### src/rtl/zbm_pkg.sv
package zbm_pkg;

    localparam int ZB_ADDR_W      = 19;
    localparam int ZB_DATA_W      = 8;
    localparam int ZB_LEN_W       = 8;
    localparam int ZB_PULSE_TICKS = 48;

    typedef enum logic [2:0] {
        OP_NOP  = 3'd0,
        OP_ACQ  = 3'd1,
        OP_REL  = 3'd2,
        OP_RD   = 3'd3,
        OP_WR   = 3'd4,
        OP_FILL = 3'd5,
        OP_RST  = 3'd6,
        OP_RSV  = 3'd7
    } zbm_op_e;

    typedef enum logic [1:0] {
        RM_LOW   = 2'd0,
        RM_HIGH  = 2'd1,
        RM_PULSE = 2'd2,
        RM_PULS2 = 2'd3
    } zbm_rmode_e;

    typedef enum logic [4:0] {
        S_IDLE, S_ACQ_WAIT, S_REL_ADDR, S_REL_REQ, S_REL_WAIT,
        S_RD_ME, S_RD_LO, S_RD_HOLD, S_RD_SAMP,
        S_WR_ME, S_WR_DATA, S_WR_LO, S_WR_HI,
        S_FL_ADDR, S_FL_LO, S_FL_HI, S_END, S_RST_WAIT
    } zbm_state_e;

    // Registered bus control strobes, all driven from one place.
    typedef struct packed {
        logic busreq_n;
        logic me_n;
        logic rd_n;
        logic wr_n;
        logic addr_oe;
        logic data_oe;
    } zbm_ctl_t;

    localparam zbm_ctl_t CTL_IDLE = '{busreq_n: 1'b1, me_n: 1'b1, rd_n: 1'b1,
                                      wr_n: 1'b1, addr_oe: 1'b0, data_oe: 1'b0};

    function automatic logic needs_bus(zbm_op_e op);
        return (op == OP_REL) || (op == OP_RD) || (op == OP_WR) || (op == OP_FILL);
    endfunction

endpackage

### src/rtl/zbm_ack_timer.sv
module zbm_ack_timer #(
    parameter int TMO = 1000
) (
    input  logic clk,
    input  logic rst,
    input  logic run,
    output logic expired
);
    localparam int W = $clog2(TMO + 1);

    logic [W-1:0] cnt;

    always_ff @(posedge clk) begin
        if (rst || !run) begin
            cnt <= '0;
        end else if (cnt != W'(TMO)) begin
            cnt <= cnt + 1'b1;
        end
    end

    assign expired = run && (cnt == W'(TMO));
endmodule

### src/rtl/zbm_rstgen.sv
module zbm_rstgen
    import zbm_pkg::*;
#(
    parameter int LEN_W = ZB_LEN_W,
    parameter int TICKS = ZB_PULSE_TICKS
) (
    input  logic             clk,
    input  logic             rst,
    input  logic             start,
    input  logic [1:0]       mode,
    input  logic [LEN_W-1:0] period,
    output logic             reset_n,
    output logic             busy
);
    localparam int CNT_W = LEN_W + $clog2(TICKS + 1);

    logic [CNT_W-1:0] cnt;
    logic [CNT_W-1:0] per_eff;
    logic [CNT_W-1:0] total;

    assign per_eff = (period == '0) ? CNT_W'(1) : CNT_W'(period);
    assign total   = CNT_W'(TICKS) * per_eff;

    always_ff @(posedge clk) begin
        if (rst) begin
            reset_n <= 1'b1;
            busy    <= 1'b0;
            cnt     <= '0;
        end else if (start) begin
            case (zbm_rmode_e'(mode))
                RM_LOW:  begin reset_n <= 1'b0; busy <= 1'b0; end
                RM_HIGH: begin reset_n <= 1'b1; busy <= 1'b0; end
                default: begin
                    reset_n <= 1'b0;
                    busy    <= 1'b1;
                    cnt     <= total - 1'b1;
                end
            endcase
        end else if (busy) begin
            if (cnt == '0) begin
                reset_n <= 1'b1;
                busy    <= 1'b0;
            end else begin
                cnt <= cnt - 1'b1;
            end
        end
    end
endmodule

### src/rtl/zbm_seq.sv
module zbm_seq
    import zbm_pkg::*;
#(
    parameter int ADDR_W = ZB_ADDR_W,
    parameter int DATA_W = ZB_DATA_W,
    parameter int LEN_W  = ZB_LEN_W
) (
    input  logic              clk,
    input  logic              rst,
    input  logic              cmd_valid,
    input  logic [2:0]        cmd_op,
    input  logic [ADDR_W-1:0] cmd_addr,
    input  logic [DATA_W-1:0] cmd_data,
    input  logic [LEN_W-1:0]  cmd_len,
    input  logic              busack_n,
    input  logic [DATA_W-1:0] data_in,
    input  logic              tmo_hit,
    input  logic              rst_busy,
    output logic              tmo_run,
    output logic              rst_start,
    output logic              ready,
    output logic              done,
    output logic              err,
    output logic [DATA_W-1:0] rd_data,
    output zbm_ctl_t          ctl,
    output logic [ADDR_W-1:0] addr_out,
    output logic [DATA_W-1:0] data_out
);
    zbm_state_e        state;
    zbm_op_e           op;
    logic              owned;
    logic [LEN_W-1:0]  remain;
    logic [ADDR_W-1:0] next_addr;

    assign op        = zbm_op_e'(cmd_op);
    assign ready     = (state == S_IDLE);
    assign tmo_run   = (state == S_ACQ_WAIT) || (state == S_REL_WAIT);
    assign rst_start = ready && cmd_valid && (op == OP_RST);

    always_ff @(posedge clk) begin
        if (rst) begin
            state     <= S_IDLE;
            ctl       <= CTL_IDLE;
            owned     <= 1'b0;
            done      <= 1'b0;
            err       <= 1'b0;
            rd_data   <= '0;
            addr_out  <= '0;
            data_out  <= '0;
            remain    <= '0;
            next_addr <= '0;
        end else begin
            done <= 1'b0;
            case (state)
                S_IDLE: if (cmd_valid) begin
                    if (needs_bus(op) && !owned) begin
                        done <= 1'b1;
                        err  <= 1'b1;
                    end else begin
                        case (op)
                            OP_ACQ: begin
                                ctl.busreq_n <= 1'b0;
                                state        <= S_ACQ_WAIT;
                            end
                            OP_REL: begin
                                ctl.data_oe <= 1'b0;
                                state       <= S_REL_ADDR;
                            end
                            OP_RD: begin
                                addr_out <= cmd_addr;
                                state    <= S_RD_ME;
                            end
                            OP_WR: begin
                                addr_out <= cmd_addr;
                                data_out <= cmd_data;
                                state    <= S_WR_ME;
                            end
                            OP_FILL: begin
                                if (cmd_len == '0) begin
                                    done <= 1'b1;
                                    err  <= 1'b0;
                                end else begin
                                    ctl.me_n    <= 1'b0;
                                    ctl.data_oe <= 1'b1;
                                    data_out    <= cmd_data;
                                    remain      <= cmd_len;
                                    next_addr   <= cmd_addr;
                                    state       <= S_FL_ADDR;
                                end
                            end
                            OP_RST: state <= S_RST_WAIT;
                            default: begin
                                done <= 1'b1;
                                err  <= 1'b1;
                            end
                        endcase
                    end
                end
                S_ACQ_WAIT: begin
                    if (!busack_n) begin
                        ctl.addr_oe <= 1'b1;
                        owned       <= 1'b1;
                        done        <= 1'b1;
                        err         <= 1'b0;
                        state       <= S_IDLE;
                    end else if (tmo_hit) begin
                        ctl.busreq_n <= 1'b1;
                        done         <= 1'b1;
                        err          <= 1'b1;
                        state        <= S_IDLE;
                    end
                end
                S_REL_ADDR: begin
                    ctl.addr_oe <= 1'b0;
                    state       <= S_REL_REQ;
                end
                S_REL_REQ: begin
                    ctl.busreq_n <= 1'b1;
                    owned        <= 1'b0;
                    state        <= S_REL_WAIT;
                end
                S_REL_WAIT: begin
                    if (busack_n || tmo_hit) begin
                        done  <= 1'b1;
                        err   <= !busack_n;
                        state <= S_IDLE;
                    end
                end
                S_RD_ME:   begin ctl.me_n <= 1'b0; state <= S_RD_LO; end
                S_RD_LO:   begin ctl.rd_n <= 1'b0; state <= S_RD_HOLD; end
                S_RD_HOLD: state <= S_RD_SAMP;
                S_RD_SAMP: begin
                    rd_data  <= data_in;
                    ctl.rd_n <= 1'b1;
                    state    <= S_END;
                end
                S_WR_ME:   begin ctl.me_n <= 1'b0; state <= S_WR_DATA; end
                S_WR_DATA: begin ctl.data_oe <= 1'b1; state <= S_WR_LO; end
                S_WR_LO:   begin ctl.wr_n <= 1'b0; state <= S_WR_HI; end
                S_WR_HI:   begin ctl.wr_n <= 1'b1; state <= S_END; end
                S_FL_ADDR: begin addr_out <= next_addr; state <= S_FL_LO; end
                S_FL_LO:   begin ctl.wr_n <= 1'b0; state <= S_FL_HI; end
                S_FL_HI: begin
                    ctl.wr_n  <= 1'b1;
                    next_addr <= next_addr + 1'b1;
                    remain    <= remain - 1'b1;
                    state     <= (remain == LEN_W'(1)) ? S_END : S_FL_ADDR;
                end
                S_END: begin
                    ctl.me_n    <= 1'b1;
                    ctl.data_oe <= 1'b0;
                    done        <= 1'b1;
                    err         <= 1'b0;
                    state       <= S_IDLE;
                end
                S_RST_WAIT: begin
                    if (!rst_busy) begin
                        done  <= 1'b1;
                        err   <= 1'b0;
                        state <= S_IDLE;
                    end
                end
                default: state <= S_IDLE;
            endcase
        end
    end
endmodule

### src/rtl/zbus_master.sv
module zbus_master
    import zbm_pkg::*;
#(
    parameter int ADDR_W  = ZB_ADDR_W,
    parameter int DATA_W  = ZB_DATA_W,
    parameter int LEN_W   = ZB_LEN_W,
    parameter int TICKS   = ZB_PULSE_TICKS,
    parameter int ACK_TMO = 1000
) (
    input  logic              clk,
    input  logic              rst,
    input  logic              cmd_valid,
    input  logic [2:0]        cmd_op,
    input  logic [ADDR_W-1:0] cmd_addr,
    input  logic [DATA_W-1:0] cmd_data,
    input  logic [LEN_W-1:0]  cmd_len,
    output logic              ready,
    output logic              done,
    output logic              err,
    output logic [DATA_W-1:0] rd_data,
    output logic              busreq_n,
    input  logic              busack_n,
    output logic              me_n,
    output logic              rd_n,
    output logic              wr_n,
    output logic              nmi_n,
    output logic              reset_n,
    output logic [ADDR_W-1:0] addr_out,
    output logic              addr_oe,
    output logic [DATA_W-1:0] data_out,
    output logic              data_oe,
    input  logic [DATA_W-1:0] data_in
);
    zbm_ctl_t ctl;
    logic     tmo_run, tmo_hit, rst_start, rst_busy;

    zbm_seq #(.ADDR_W(ADDR_W), .DATA_W(DATA_W), .LEN_W(LEN_W)) u_seq (
        .clk(clk), .rst(rst),
        .cmd_valid(cmd_valid), .cmd_op(cmd_op), .cmd_addr(cmd_addr),
        .cmd_data(cmd_data), .cmd_len(cmd_len),
        .busack_n(busack_n), .data_in(data_in),
        .tmo_hit(tmo_hit), .rst_busy(rst_busy),
        .tmo_run(tmo_run), .rst_start(rst_start),
        .ready(ready), .done(done), .err(err), .rd_data(rd_data),
        .ctl(ctl), .addr_out(addr_out), .data_out(data_out)
    );

    zbm_ack_timer #(.TMO(ACK_TMO)) u_tmo (
        .clk(clk), .rst(rst), .run(tmo_run), .expired(tmo_hit)
    );

    zbm_rstgen #(.LEN_W(LEN_W), .TICKS(TICKS)) u_rst (
        .clk(clk), .rst(rst), .start(rst_start),
        .mode(cmd_data[1:0]), .period(cmd_len),
        .reset_n(reset_n), .busy(rst_busy)
    );

    assign busreq_n = ctl.busreq_n;
    assign me_n     = ctl.me_n;
    assign rd_n     = ctl.rd_n;
    assign wr_n     = ctl.wr_n;
    assign addr_oe  = ctl.addr_oe;
    assign data_oe  = ctl.data_oe;
    assign nmi_n    = 1'b1;
endmodule

### config.mk
export PLATFORM = sky130hd
export DESIGN_NAME = zbus_master
export DESIGN_NICKNAME = d
export VERILOG_FILES = /design/src/rtl/zbm_pkg.sv /design/src/rtl/zbm_ack_timer.sv /design/src/rtl/zbm_rstgen.sv /design/src/rtl/zbm_seq.sv /design/src/rtl/zbus_master.sv
export SDC_FILE = /design/constraint.sdc
export NUM_CORES = 1
export LEC_CHECK = 0
export ABC_AREA = 1
export ABC_CLOCK_PERIOD_IN_PS = 2700
export BUFFER_PORTS_ARGS = -buffer_cell sky130_fd_sc_hd__buf_2
export CAP_MARGIN = 20
export CORE_MARGIN = 10
export CORE_UTILIZATION = 31
export CTS_CLUSTER_SIZE = 16
export DETAILED_ROUTE_END_ITERATION = 10
export GPL_ROUTABILITY_DRIVEN = 0
export PLACE_DENSITY = 0.53
export SLEW_MARGIN = 40
export SYNTH_ARGS = -nofsm -noshare
export SYNTH_HDL_FRONTEND = slang
export SYNTH_SLANG_ARGS = --single-unit
### constraint.sdc
create_clock -name clk -period 2.7 [get_ports clk]
set_clock_uncertainty 0.05 [all_clocks]
set_input_delay 0.405 -clock clk [delete_from_list [all_inputs] [get_ports clk]]
set_output_delay 0.405 -clock clk [all_outputs]
set_load 0.005 [all_outputs]
# After elaboration in Yosys (flattened, before gate mapping)
# Index checks and enable logic that the tools add are counted.
dict set report word_totals {
  reg_bits 102
  in_bits 50
  output_inout_bits 46
  wordCells 197
}
dict set report classes {
  n_addsub 5
  mul 1
  eq_ne 47
  muxes 75
  bitwise_logic 1
  n_reduce_logical 49
}
# operator count
set op_table {}
lappend op_table {{$mux W19} 7}
lappend op_table {{$pmux W5 S16} 1}
lappend op_table {{$pmux W19 S2} 2}
lappend op_table {{$mux W14} 4}
lappend op_table {{$mux W8} 6}
lappend op_table {{$eq A5 B4 Y1 const B} 8}
lappend op_table {{$mux W5} 8}
lappend op_table {{$pmux W8 S2} 2}
lappend op_table {{$mux W1} 30}
lappend op_table {{$pmux W5 S6} 1}
lappend op_table {{$sub A14 B1 Y14 const B} 2}
lappend op_table {{$ne A2 B2 Y1 const B} 13}
lappend op_table {{$eq A5 B3 Y1 const B} 4}
lappend op_table {{$reduce_and A5 Y1} 4}
lappend op_table {{$add A19 B1 Y19 const B} 1}
lappend op_table {{$reduce_bool A2 Y1} 9}
lappend op_table {{$logic_not A14 Y1} 1}
lappend op_table {{$mul A2 B14 Y10 const A} 1}
lappend op_table {{$pmux W1 S2} 7}
lappend op_table {{$reduce_and A7 Y1} 2}
lappend op_table {{$reduce_or A2 Y1} 6}
lappend op_table {{$add A10 B1 Y10 const B} 1}
lappend op_table {{$eq A10 B10 Y1 const B} 1}
lappend op_table {{$eq A5 B2 Y1 const B} 2}
lappend op_table {{other kinds (31)} 55}

# Logic depth before layout (Yosys ltp)
# Gate-level depths: netlist of the first run.
dict set report logic_depth {
  ltp_word 8
  mapped_depth 23
  mapped_depth_nobuf 23
}

# By module
# A second synthesis of the first run with hierarchy kept.
dict set report unflattened {
  hier_cells 1048
  area_unflattened_um2 6754.0
}
# mod n_inst cells_each area_each_um2 seq_area_each_um2
set modules_own_cells {}
lappend modules_own_cells {zbm_seq 1 711 4523.1 1521.5}
lappend modules_own_cells {zbm_rstgen 1 258 1664.1 320.3}
lappend modules_own_cells {zbm_ack_timer 1 77 555.5 200.2}
lappend modules_own_cells {zbus_master 1 2 11.3 0.0}

# Worst setup path before layout of the first run
# OpenSTA, ideal clock, no wires.
dict set report synth_timing {
  kind {input -> register}
  startpoint {in cmd_len[2]}
  endpoint {reg u_rst.cnt[13]}
  setup_ns 0.112
  arrival_time_ns 2.388
  t_required_ns 2.538
  setup_slack_ns 0.150
  path_stages 18
  path_buffers 0
  cell_sequence {inv_1 > ha_1 > nand3_1 > nor2_1 > o21ai_0 > nand2_1 > inv_1 > ha_1 > nor2_1 > nand3_1 > a21oi_1 > nand2_1 > nor2_1 > nand3_1 > nand2_1 > nand3_1 > nand2_1 > nand2_1}
}
dict set report synth_between {
  elab_chain_cells 6
}
# element line_no
set synth_rtl {}
lappend synth_rtl {{from (decl)} zbus_master.sv:16} ;# input logic [LEN_W-1:0] cmd_len,
lappend synth_rtl {{$logic_not A8 Y1} zbm_rstgen.sv:21} ;# assign per_eff = (period == '0) ? CNT_W'(1) : CNT_W'(period);
lappend synth_rtl {{$mux W8 *} zbm_rstgen.sv:21}
lappend synth_rtl {{$mul A2 B14 Y10 *} zbm_rstgen.sv:22} ;# assign total = CNT_W'(TICKS) * per_eff;
lappend synth_rtl {{$sub A14 B1 Y14 *} zbm_rstgen.sv:36} ;# cnt <= total - 1'b1;
lappend synth_rtl {{$mux W14 *} zbm_rstgen.sv:30} ;# case (zbm_rmode_e'(mode))
lappend synth_rtl {{$mux W14 *} zbm_rstgen.sv:29} ;# end else if (start) begin
lappend synth_rtl {{to (signal assigned)} zbm_rstgen.sv:36}
lappend synth_rtl {{to (signal assigned)} zbm_rstgen.sv:44} ;# cnt <= cnt - 1'b1;
lappend synth_rtl {{to (decl)} zbm_rstgen.sv:17} ;# logic [CNT_W-1:0] cnt;
# Every way passes the cells marked *; elsewhere a longest branch is shown, timed or not. The select of a mux whose other input is x is not followed.
# A chain may end at the register's enable or synchronous reset.

# Worst setup path in the final report of the first run
dict set report layout_timing {
  startpoint {in cmd_len[2]}
  endpoint {reg u_rst.cnt[12]}
}
# The elaborated chain is that of the path after synthesis.

==> results of run 1 <==
-- sequential cells by signal (all words and copies together), names as in the netlist --
name	count
u_seq.rd_data	8
u_seq.ctl	6
u_seq.err	1
u_rst.cnt	14
u_tmo.cnt	10
u_rst.busy	1
u_rst.reset_n	1
u_seq.next_addr	19
u_seq.remain	8
u_seq.owned	1
u_seq.done	1
u_seq.state	5
u_seq.addr_out	19
u_seq.data_out	8
-- metal layers --
layer / vias up / share of wire / track usage
li1: 3243 / - / -
met1: 2788 / 0.48 / 0.176
met2: 108 / 0.47 / 0.226
met3: 21 / 0.034 / 0.0235
met4: 0 / 0.019 / 0.0496
met5: - / 0 / 0
-- kinds of logic after synthesis --
family / count (synthesis)
AOI/OAI and AO/OA: 222
xor gates and xnor gates: 18
adders and majority gates: 17
buffers and inverters: 151
DFF: 102
other: 1
and+or+nand+nor: 406
-- power breakdown --
group | leakage, nW | internal (mW) | switching (mW)
clock | 0.136 | 0.640 | 0.649
sequential | 0.828 | 1.74 | 0.219
combinational | 2.25 | 0.607 | 1.06
-- how the worst min path moves through the flow --
stage,to,cells after the start
after floorplan,u_tmo.cnt[9],2
after global placement,u_seq.data_out[5],2
after detailed placement,u_seq.data_out[6],2
after CTS,u_seq.rd_data[6],3
after global routing,u_seq.rd_data[3],3
final,u_seq.rd_data[6],3
-- critical path, stage by stage --
cell and delay, ns:
buf_2 0.12, inv_1 0.07, ha_1 0.16, nand3_1 0.07, nor2_1 0.12, o21ai_0 0.09
nand2_1 0.06, inv_1 0.04, ha_1 0.19, inv_1 0.07, nand2_1 0.07, nand2_1 0.08
nand2_1 0.05, nand2_1 0.08, nand3_1 0.07, nand2_1 0.12, nand3_1 0.10, nor2_1 0.19
nand2_1 0.07, nand2_1 0.05, nand3_1 0.06, a21oi_1 0.15
-- cell usage in the layout (no fill, tap or decap), types with 5 or more instances in the layout --
cell       count
a211oi_1       7
a21oi_1       58
a31oi_1       26
buf_2         94
buf_4         21
clkbuf_16      9
dfxtp_1      102
ha_1          17
inv_1        106
inv_2         11
nand2_1      184
nand3_1       47
nand4_1       13
nor2_1       106
nor2_2         8
nor3_1        19
nor4_1         5
o211ai_1       9
o21a_1         5
o21ai_0       95
o21ai_1        5
xnor2_1        5
xor2_1        13
-- final cells by class --
| class | count | share of cell area |
|---|---|---|
| inverter | 121 | 0.0630 |
| timing repair buffer | 116 | 0.0894 |
| sequential | 102 | 0.282 |
| clock inverter | 7 | 0.00777 |
| multi-input combinational | 664 | 0.481 |
| tap | 265 | 0.0457 |
| clock buffer | 9 | 0.0311 |
-- per-stage QoR --
stage / worst slack [ns] / power [mW] / area, µm²
finish: 0.426 / 4.91 / 7250
floorplan: 0.150 / 3.18 / 6140
CTS: 0.429 / 4.99 / 7250
global route: 0.0749 / 5.31 / 7250
global placement: 0.0915 / 3.67 / 6970
detailed placement: 0.0723 / 3.67 / 6970
==> impl_metrics.ini, run 1 <==
[synth]
yosysTopAreaCell = dfxtp_1
synthAdderAreaFrac = 0.0346
synth-compound-area-share = 0.203
synth_edf_count = 0
synthesis.area_um2 = 6140
postSynthCellCount = 917
synth.most_common_cell = nand2_1
synthXorXnorAreaFrac = 0.0257
ys_top_cells_by_area = dfxtp_1, nand2_1, o21ai_0, inv_1, nor2_1
yosys-mux-area-fraction = 0
ys_seq_elements = 102
synth.distinct_cells = 49
synth_top_area_frac = 0.333
synthSimpleGateAreaFrac = 0.304
ys_warn_count = 0
synthArstFlopShare = 0
syn-num-nets = 984
synthFlopType = dfxtp_1
avgSynthCellArea_um2 = 6.70
seq_area_frac_synth = 0.333
synthTopCellsByCount = nand2_1, inv_1, nor2_1
synth_top_family_by_area = simple AND/OR/NAND/NOR gates

[setup_path]
cp-startpoint = cmd_len[2]
startpoint_type = input pin
rrSetupSlack_ns = 0.55
regToRegStartpoint = u_seq.next_addr[0]
crit_fanout = 4
cp-end-kind = flip-flop
reg2regPathDepth = 9
cp.arrival_ns = 2.50
crit_end = u_rst.cnt[12]
path_class = in -> reg
timing.rr.end = u_seq.next_addr[18]
crit_required_ns = 2.93

[placed_design]
dpl.hpwl_um = 13400
dp_cells = 1268
io_buffers = 94

[layout]
fin_cells = 1284
nFillCells = 2131
utilization = 0.373
layout-drive-gt1-share = 0.164
area.sequential_um2 = 2040
multi_input_area_um2 = 3490
final_nets = 1081
synthToLayoutAreaGrowth_pct = 18.1
diodes = 0

[drt]
routed_wl_um = 17900
ant_nets = 0
drt_iter0_markers = 279
drc = 0
first_pass_iters = 5
vias = 6160
via_per_inst = 4.80
wl_per_cell_um = 14.0

[global_routing]
grt_pass1_wl_um = 29900
grt_start_max_net_pins = 44
track_usage = 0.137
grt_pass1_vias = 5983
antenna_found_initial = 0
overflow = 0

[min_path]
hold_class = in -> reg
min_from = data_in[6]

[timing]
rsz0062_at_grt = false
finalHoldViolCount = 0
drv_slew = 0
post-route-min-period_ns = 2.27
slew_headroom = 0.653
max_freq_ghz = 0.440
finalSetupViolations = 0
whs_ns = 0.215
finalSetupTns_ns = 0
tightest_slew_ns = 0.520
finalCritPeriodShare = 0.842

[power_and_ir_drop]
p_leak_nw = 3.22
powerDensity_nw_per_um2 = 678
ir_worst_vdd_mv = 0.303

[run]
drv_cap = 0

[cts]
htree_levels = 3
cts-root-buf = clkbuf_16
insertion_delay_ns = 0.36
post_cts_resized = 0
cts.sinks = 102
cts_tree = yes
postCtsSetupBuffers = 0
clk_pin_slew_ns = 0.08
cts_made_buffers = 9
clockBufferDepth = 2
cts_hold_buf = 0

[floorplan]
die_h_um = 161
core_um2 = 19500
row_count = 51
start_util = 0.315
die_area_um2 = 25800
dieWidth_um = 161
io_pins = 96

[status]
status = complete, no violations
Note: power is estimated with default switching activity, not from simulation.
==> run 2, diff against run 1 <==
- ABC_CLOCK_PERIOD_IN_PS: 2700 -> 1900
- clock period: 2.7 -> 1.9 ns (I/O delays scaled with it)
==> impl_metrics.ini, run 2 (synthesis results as in run 1) <==
[status]
status = complete, but fails checks
violations = setup timing

[timing]
fin_ws_ns = -0.0393
drv_slew = 0
finalSetupViolations = 4
finalCritPeriodShare = 1.02
tightest_slew_ns = 0.522
slew_headroom = 0.652
whs_ns = 0.0990
post-route-min-period_ns = 1.94
finalHoldViolCount = 0
max_freq_ghz = 0.516
rsz0062_at_grt = true

[setup_path]
startpoint_type = input pin
path_class = in -> reg
crit_required_ns = 2.14
cp.arrival_ns = 2.18
crit_fanout = 3
cp-end-kind = flip-flop

[floorplan]
start_util = 0.315
row_count = 51
dieWidth_um = 161
io_pins = 96
die_h_um = 161
core_um2 = 19500
die_area_um2 = 25800

[power_and_ir_drop]
ir_worst_vdd_mv = 0.497
fin_total_pwr_mw = 8.44
p_leak_nw = 3.96
powerDensity_nw_per_um2 = 948

[cts]
cts.sinks = 102
clk_pin_slew_ns = 0.07
clockBufferDepth = 2
insertion_delay_ns = 0.35
cts_tree = yes
cts_made_buffers = 9
cts-root-buf = clkbuf_16
htree_levels = 3

[layout]
synthToLayoutAreaGrowth_pct = 45.0
diodes = 0
largestRegisters = u_seq.addr_out x19, u_seq.next_addr x19, u_rst.cnt x14
multi_input_area_um2 = 3950
layout-drive-gt1-share = 0.335
final_cell_mix = nand2_1, buf_4, inv_1, nor2_1, dfxtp_1
layout_commonest_cell = nand2_1
utilization = 0.458
final_nets = 1199
area.sequential_um2 = 2060
nFillCells = 1984

[drt]
vias = 6777
ant_nets = 0
first_pass_iters = 5
routed_wl_um = 19600
drc = 0
wl_per_cell_um = 14.0
drt_iter0_markers = 329
via_per_inst = 4.83

[run]
drv_cap = 0

[placed_design]
dpl.hpwl_um = 13900
io_buffers = 94

[global_routing]
grt_pass1_wl_um = 30700
track_usage = 0.141
antenna_found_initial = 0
overflow = 0
grt_pass1_vias = 6336
grt_start_max_net_pins = 39

[min_path]
hold_class = in -> reg
[run 2: stage by stage]
stage | TNS (ns) | worst slack [ns] | instance area [µm²] | cells
2_1_floorplan | -0.605 | -0.177 | 6280 | 917
3_3_place_gp | -4.02 | -0.472 | 7810 | 1356
3_5_place_dp | -4.73 | -0.486 | 7810 | 1356
4_1_cts | -0.0337 | -0.0217 | 8310 | 1381
5_1_grt | -1.22 | -0.177 | 8900 | 1402
6_report | -0.0857 | -0.0393 | 8900 | 1402
[run 2: per-layer routing]
| layer | GRT usage | up-vias | wire length (µm) |
|---|---|---|---|
| met3 | 0.0343 | 22 | 925 |
| met4 | 0.0380 | 0 | 293 |
| met2 | 0.242 | 134 | 9500 |
| met5 | 0 | - | 0 |
| met1 | 0.172 | 3135 | 8890 |
| li1 | - | 3486 | - |
[run 2: timing repair]
action	CTS	global route
setup buffers	9	18
pin swaps	28	58
gates resized for setup	35	111
gates cloned	0	3
hold buffers	0	0
endpoints found under the setup margin	6	67
[run 2: cell type report]
type                    instances  share of cell area
clock buffers                  11              0.0273
clock inverters                 5             0.00927
inverters                     121              0.0586
multi-input cells             664               0.443
flip-flops and latches        102               0.232
well taps                     265              0.0372
repair buffers                234               0.193
[run 2: worst max-delay path: stages]
cell and delay, ns:
buf_8 0.10, inv_6 0.05, ha_4 0.14, nand3_4 0.08, nor2_4 0.12, o21ai_1 0.08, nand2_1 0.08, inv_2 0.05
ha_4 0.15, inv_2 0.05, nand2_2 0.06, nand2_2 0.08, nand2_2 0.05, nand2_2 0.08, nand3_2 0.08, nand2_4 0.10
nand3_4 0.08, nor2_4 0.12, nand2_1 0.06, nand2_1 0.07, nand3_2 0.08, a21oi_2 0.12
[run 2: worst paths after layout]
path / endpoint / cells past startpoint / slack (ns) / from
min reg2reg: u_seq.data_out[2] / 2 / 0.39 / u_seq.data_out[2]
min: u_seq.rd_data[3] / 3 / 0.1 / data_in[3]
max reg2reg: u_rst.cnt[13] / 15 / 0.06 / u_rst.cnt[0]
max: u_rst.cnt[12] / 22 / -0.04 / cmd_len[7]
[run 2: where the power goes]
group / total (mW) / leakage [nW] / switching, mW / internal [mW]
Clock: 2.06 / 0.160 / 0.866 / 1.20
Combinational: 3.61 / 2.96 / 1.92 / 1.69
Sequential: 2.77 / 0.835 / 0.281 / 2.48
Total: 8.44 / 3.96 / 3.06 / 5.37
